File: src/rtl/rsv_pkg.sv
package rsv_pkg;

    localparam int RSV_WORD_W = 16;

    typedef enum logic {
        CH_ANGLE = 1'b0,
        CH_VEL   = 1'b1
    } rsv_chan_e;

    typedef enum logic [1:0] {
        ST_IDLE,
        ST_SETUP,
        ST_XFER,
        ST_HOLD
    } rsv_state_e;

    typedef struct packed {
        rsv_chan_e  chan;
        logic [1:0] res;
        logic       hyst;
    } rsv_cfg_t;

    // {A1, A0}: angle register 00, velocity register 10
    function automatic logic [1:0] mode_pins(rsv_chan_e ch);
        return {ch == CH_VEL, 1'b0};
    endfunction

endpackage

File: src/rtl/rsv_spi_rx.sv
module rsv_spi_rx
    import rsv_pkg::*;
#(
    parameter int SCK_HALF = 2,
    parameter int NBITS    = RSV_WORD_W
) (
    input  logic             clk,
    input  logic             rst,
    input  logic             start_i,
    input  logic             miso_i,
    output logic             sck_o,
    output logic             cs_n_o,
    output logic [NBITS-1:0] word_o,
    output logic             fin_o
);
    localparam int HCW    = (SCK_HALF > 1) ? $clog2(SCK_HALF) : 1;
    localparam int NHALF  = 2 * NBITS;
    localparam int PW     = $clog2(NHALF);

    logic           active;
    logic [HCW-1:0] hcnt;
    logic [PW-1:0]  phase;
    logic           half_end;
    logic           last_phase;

    assign half_end   = (hcnt == HCW'(SCK_HALF - 1));
    assign last_phase = (phase == PW'(NHALF - 1));
    assign fin_o      = active && half_end && last_phase;

    always_ff @(posedge clk) begin
        if (rst) begin
            active <= 1'b0;
            cs_n_o <= 1'b1;
            sck_o  <= 1'b1;
            hcnt   <= '0;
            phase  <= '0;
            word_o <= '0;
        end else if (!active) begin
            if (start_i) begin
                active <= 1'b1;
                cs_n_o <= 1'b0;
                sck_o  <= 1'b0;
                hcnt   <= '0;
                phase  <= '0;
            end
        end else if (half_end) begin
            hcnt <= '0;
            if (last_phase) begin
                active <= 1'b0;
                cs_n_o <= 1'b1;
                sck_o  <= 1'b1;
            end else begin
                phase <= phase + 1'b1;
                sck_o <= ~sck_o;
                if (!sck_o) begin
                    word_o <= {word_o[NBITS-2:0], miso_i};
                end
            end
        end else begin
            hcnt <= hcnt + 1'b1;
        end
    end

endmodule

File: src/rtl/rsv_seq.sv
module rsv_seq
    import rsv_pkg::*;
#(
    parameter int SETUP_CYC = 8,
    parameter int HOLD_CYC  = 3
) (
    input  logic       clk,
    input  logic       rst,
    input  logic       req_i,
    input  rsv_cfg_t   cfg_i,
    input  logic       fin_i,
    output logic       busy_o,
    output logic       sample_n_o,
    output logic [1:0] mode_o,
    output rsv_cfg_t   cfg_q_o,
    output logic       start_o
);
    localparam int MAXW = (SETUP_CYC > HOLD_CYC) ? SETUP_CYC : HOLD_CYC;
    localparam int CW   = $clog2(MAXW + 1);

    rsv_state_e    st;
    logic [CW-1:0] cnt;

    assign busy_o  = (st != ST_IDLE);
    assign start_o = (st == ST_SETUP) && (cnt == CW'(SETUP_CYC - 1));

    always_ff @(posedge clk) begin
        if (rst) begin
            st         <= ST_IDLE;
            cnt        <= '0;
            sample_n_o <= 1'b1;
            mode_o     <= 2'b00;
            cfg_q_o    <= '0;
        end else begin
            unique case (st)
                ST_IDLE: begin
                    if (req_i) begin
                        st         <= ST_SETUP;
                        cnt        <= '0;
                        sample_n_o <= 1'b0;
                        cfg_q_o    <= cfg_i;
                        mode_o     <= mode_pins(cfg_i.chan);
                    end
                end
                ST_SETUP: begin
                    if (start_o) begin
                        st  <= ST_XFER;
                        cnt <= '0;
                    end else begin
                        cnt <= cnt + 1'b1;
                    end
                end
                ST_XFER: begin
                    if (fin_i) begin
                        st         <= ST_HOLD;
                        sample_n_o <= 1'b1;
                        cnt        <= '0;
                    end
                end
                ST_HOLD: begin
                    if (cnt == CW'(HOLD_CYC - 1)) begin
                        st <= ST_IDLE;
                    end else begin
                        cnt <= cnt + 1'b1;
                    end
                end
                default: st <= ST_IDLE;
            endcase
        end
    end

endmodule

File: src/rtl/rsv_fmt.sv
module rsv_fmt
    import rsv_pkg::*;
(
    input  logic [RSV_WORD_W-1:0] word_i,
    input  rsv_cfg_t              cfg_i,
    output logic [RSV_WORD_W-1:0] value_o
);
    localparam int NRES = 4;

    logic signed [RSV_WORD_W-1:0] sword;
    logic [RSV_WORD_W-1:0] vel_c [NRES];
    logic [RSV_WORD_W-1:0] ang_c [NRES];

    assign sword = word_i;

    // one justification variant per resolution code: 10, 12, 14, 16 bits
    for (genvar g = 0; g < NRES; g++) begin : g_res
        localparam int SH = RSV_WORD_W - (10 + 2 * g);
        assign vel_c[g] = sword >>> SH;
        assign ang_c[g] = word_i >> SH;
    end

    always_comb begin
        if (cfg_i.chan == CH_VEL) begin
            value_o = vel_c[cfg_i.res];
        end else if (cfg_i.hyst) begin
            value_o = ang_c[cfg_i.res];
        end else begin
            value_o = word_i;
        end
    end

endmodule

File: src/rtl/rsv_sample_reader.sv
module rsv_sample_reader
    import rsv_pkg::*;
#(
    parameter int SETUP_CYC = 8,
    parameter int HOLD_CYC  = 3,
    parameter int SCK_HALF  = 2
) (
    input  logic        clk,
    input  logic        rst,
    input  logic        req_i,
    input  logic        chan_i,
    input  logic [1:0]  res_code_i,
    input  logic        hyst_en_i,
    output logic        busy_o,
    output logic        sample_n_o,
    output logic [1:0]  mode_o,
    output logic        spi_sck_o,
    output logic        spi_cs_n_o,
    input  logic        spi_miso_i,
    output logic [15:0] value_o,
    output logic        valid_o
);
    rsv_cfg_t               cfg_in;
    rsv_cfg_t               cfg_q;
    logic                   start;
    logic                   fin;
    logic [RSV_WORD_W-1:0]  raw_word;
    logic [RSV_WORD_W-1:0]  scaled;

    assign cfg_in = '{chan: rsv_chan_e'(chan_i), res: res_code_i, hyst: hyst_en_i};

    rsv_seq #(
        .SETUP_CYC (SETUP_CYC),
        .HOLD_CYC  (HOLD_CYC)
    ) u_seq (
        .clk        (clk),
        .rst        (rst),
        .req_i      (req_i),
        .cfg_i      (cfg_in),
        .fin_i      (fin),
        .busy_o     (busy_o),
        .sample_n_o (sample_n_o),
        .mode_o     (mode_o),
        .cfg_q_o    (cfg_q),
        .start_o    (start)
    );

    rsv_spi_rx #(
        .SCK_HALF (SCK_HALF),
        .NBITS    (RSV_WORD_W)
    ) u_spi (
        .clk     (clk),
        .rst     (rst),
        .start_i (start),
        .miso_i  (spi_miso_i),
        .sck_o   (spi_sck_o),
        .cs_n_o  (spi_cs_n_o),
        .word_o  (raw_word),
        .fin_o   (fin)
    );

    rsv_fmt u_fmt (
        .word_i  (raw_word),
        .cfg_i   (cfg_q),
        .value_o (scaled)
    );

    always_ff @(posedge clk) begin
        if (rst) begin
            value_o <= '0;
            valid_o <= 1'b0;
        end else begin
            valid_o <= fin;
            if (fin) begin
                value_o <= scaled;
            end
        end
    end

endmodule

File: config.mk
export PLATFORM = sky130hd
export DESIGN_NAME = rsv_sample_reader
export DESIGN_NICKNAME = d
export VERILOG_FILES = /design/src/rtl/rsv_pkg.sv /design/src/rtl/rsv_spi_rx.sv /design/src/rtl/rsv_seq.sv /design/src/rtl/rsv_fmt.sv /design/src/rtl/rsv_sample_reader.sv
export SDC_FILE = /design/constraint.sdc
export NUM_CORES = 1
export LEC_CHECK = 0
export ABC_AREA = 0
export BUFFER_PORTS_ARGS = -buffer_cell sky130_fd_sc_hd__buf_4
export CORE_MARGIN = 1
export CORE_UTILIZATION = 30
export DETAILED_ROUTE_END_ITERATION = 8
export PLACE_DENSITY = 0.49
export RECOVER_POWER = 100
export REMOVE_ABC_BUFFERS = 1
export SKIP_CTS_REPAIR_TIMING = 1
export SLEW_MARGIN = 15
export SYNTH_ARGS = -nofsm -noshare
export SYNTH_HDL_FRONTEND = slang
export SYNTH_HIERARCHICAL = 1
export SYNTH_SLANG_ARGS = --single-unit
File: constraint.sdc
create_clock -name clk -period 1.9 [get_ports clk]
set_input_delay 0.095 -clock clk [delete_from_list [all_inputs] [get_ports clk]]
set_output_delay 0.095 -clock clk [all_outputs]
set_load 0.01 [all_outputs]
==> results.cfg <==
[route]
wl_per_cell_um = 13.2
wirelength_um = 6550
drtIter0Drc = 161
vias = 2365
drc_errors = 0
firstDrtPassIters = 5
ant_nets = 0
viasPerCell = 4.78

[logic_synthesis]
postSynth.asyncResetShare = 0
synthTopCellsByArea = dfxtp_1 36%, mux2i_1 7.2%, nand2_1 5.6%, a21oi_1 4.9%, nor2_1 4.1%
synth_compound_area_frac = 0.162
synthAdderAreaFrac = 0.0383
yosys.area_share.simple = 0.229
synth_xor_area_frac = 0.00298
synthMuxAreaShare = 0.124
synth_top_area_frac = 0.361
yosysSeqAreaShare = 0.361
synth_top_family_by_area = simple AND/OR/NAND/NOR gates
synth_ff_type = dfxtp_1
yosysTopAreaCell = dfxtp_1
synthCells = 334
synth_cell_type_count = 58
syn_area_sq_um = 2940
syn_avg_cell_area_sq_um = 8.80
synth_edf_count = 0
ys_warn_count = 6
ys_ff_latch = 53

[power_and_ir_drop]
swShare = 0.332
pwr-share-seq = 0.423
pwr-share-comb = 0.305
p_switching_w = 0.000961
max-vdd-ir-drop_uv = 631
power.density_nw_per_um2 = 856
intPower_w = 0.00193
p_clk_frac = 0.272
p_leak_nw = 1.20

[layout]
final_common_cell = dfxtp_1
utilization = 0.360
drive_gt1_frac = 0.216
mostFrequentLayoutCells = 51 x dfxtp_1, 44 x nand2_1, 32 x nor2_1, 28 x a21oi_1, 24 x buf_4
fin_nets = 382
area_growth_pct = 14.9
final_cells = 495
fin_area_sq_um = 3380
seqCellArea_sq_um = 1060
multi_input_area_sq_um = 1690
antenna_cells = 0
fillers = 1010

[timing]
finalHoldViolCount = 0
max_freq_ghz = 0.530
maxSlewViolCount = 0
layout_setup_ws_ps = 12.7
rsz0062_at_grt = yes
setup_viol = 0
fin_crit_ps = 1890
timing.final.crit_share = 0.993
clock_skew_ps = 12.6
slew-limit-headroom = 0.656
fin_setup_tns_ps = 0
tightest_slew_ps = 516

[global_routing]
grt_pass1_vias = 2278
grtUsageTotal = 0.134
overflow = 0
grt_max_degree = 43
antenna_found_initial = 0
grt_pass1_wl_um = 10800

[clocking]
cts_root_buf = clkbuf_8
cts_inserted_buffers = 5
insertion_delay_ps = 310
htree_levels = 2
numClockSinks = 53
tritoncts = yes
cts.clk_slew.worst_paths_ps = 100
clk_path_buf_depth = 2

[setup_path]
crit_arrival_ps = 2100
worst-path-max-fanout = 3
crit_path_start_kind = flip-flop
required_ps = 2110
worst_setup_path_end_kind = flip-flop
crit_type = flip-flop to flip-flop
reg2reg_depth = 8
r2r_end = u_seq/cnt[3]
ff2ff_setup_slack_ps = 10
r2r-start = u_spi/phase[0]

[die]
die_h_um = 101
io_pins = 31
row_count = 35
die_x_um = 101
initial_core_util = 0.313
fp.coreArea_sq_um = 9370
die-area_sq_um = 10200

[outcome]
status = completed

[job]
cap_violations = 0

[hold_path]
min_from = chan_i
hp-class = input pin to flip-flop
hold-path-cell-count = 3
whs_endpoint = u_seq/cfg_q_o[3]

[placed_design]
dp_cells = 486
place_ws_ps = -176
port_buffers = 29
hpwl_um = 4470
place_area_sq_um = 3290
gp_congestion = 0.849
-- area by class of cell --
cell class,count,share of cell area
Tap cell,129,0.0478
Multi-Input combinational cell,244,0.500
Clock buffer,6,0.0215
Inverter,13,0.0144
Clock inverter,2,0.0115
Sequential cell,53,0.315
Timing Repair Buffer,48,0.0897
-- registers in the layout, summed over array words and instances, names as in the netlist --
name	cells
u_spi/word_o	16
u_seq/cnt	4
u_spi/sck_o	1
u_seq/sample_n_o	1
u_seq/cfg_q_o	4
u_spi/active	1
value_o	16
u_spi/phase	5
valid_o	1
u_spi/cs_n_o	1
u_spi/half_end	1
u_seq/st	2
-- critical path, stage by stage (launching register included) --
cell      delay [ps]
dfxtp_2          360
ha_4             140
and3_4           190
ha_4             120
and3_4           180
nand2b_4         140
nand2_1           70
or4b_1           500
o311ai_1         100
-- synthesized netlist by cell type (7+ instances only) --
cell	n
a21oi_1	29
ha_1	9
nand2_2	10
nand2b_1	8
o31ai_1	7
mux2i_1	21
nand2_1	44
nor2_1	32
nand3_1	10
mux2_2	8
dfxtp_1	53
inv_1	13
a21oi_2	10
buf_2	9
-- stage by stage --
stage                     hold slack (ps)  total power [W]
after CTS                            37.5          0.00292
after floorplan                       157          0.00180
after global routing                 61.1          0.00307
after global placement                367          0.00212
after detailed placement              371          0.00213
final                                49.4          0.00289
-- worst max-delay path by stage --
stage                    from                to  slack (ps)
6_report       u_spi/phase[0]      u_seq/cnt[3]          10
5_1_grt        u_spi/phase[0]      u_seq/cnt[3]         -60
4_1_cts        u_spi/phase[0]       u_seq/st[0]        -210
3_5_place_dp   u_spi/phase[0]       u_seq/st[0]        -180
3_3_place_gp   u_spi/phase[0]  u_seq/sample_n_o        -130
2_1_floorplan  u_spi/phase[0]      u_seq/cnt[2]        -640
-- per-layer routing --
metal	routed length (um)	GRT usage
met1	3490	0.186
met2	2800	0.213
met3	214	0.0215
met4	40	0.0368
met5	0	0
-- power by group through the flow --
stage          logic (W)  clock network, W  registers (W)
2_1_floorplan   0.000524                 0        0.00128
3_3_place_gp    0.000870                 0        0.00125
3_5_place_dp    0.000881                 0        0.00125
4_1_cts         0.000886          0.000815        0.00122
5_1_grt         0.000987          0.000846        0.00123
6_report        0.000883          0.000786        0.00122
-- logic make-up (layout without fill, tap and decap cells) --
kind of cell / Yosys count / in the layout
other: 1 / 1
xor gates and xnor gates: 1 / 1
adders and majority gates: 9 / 9
and+or+nand+nor: 131 / 131
AOI/OAI and AO/OA: 70 / 70
muxes: 32 / 32
DFF: 53 / 53
buffers and inverters: 37 / 69
Power figures use the tool's default switching activity.
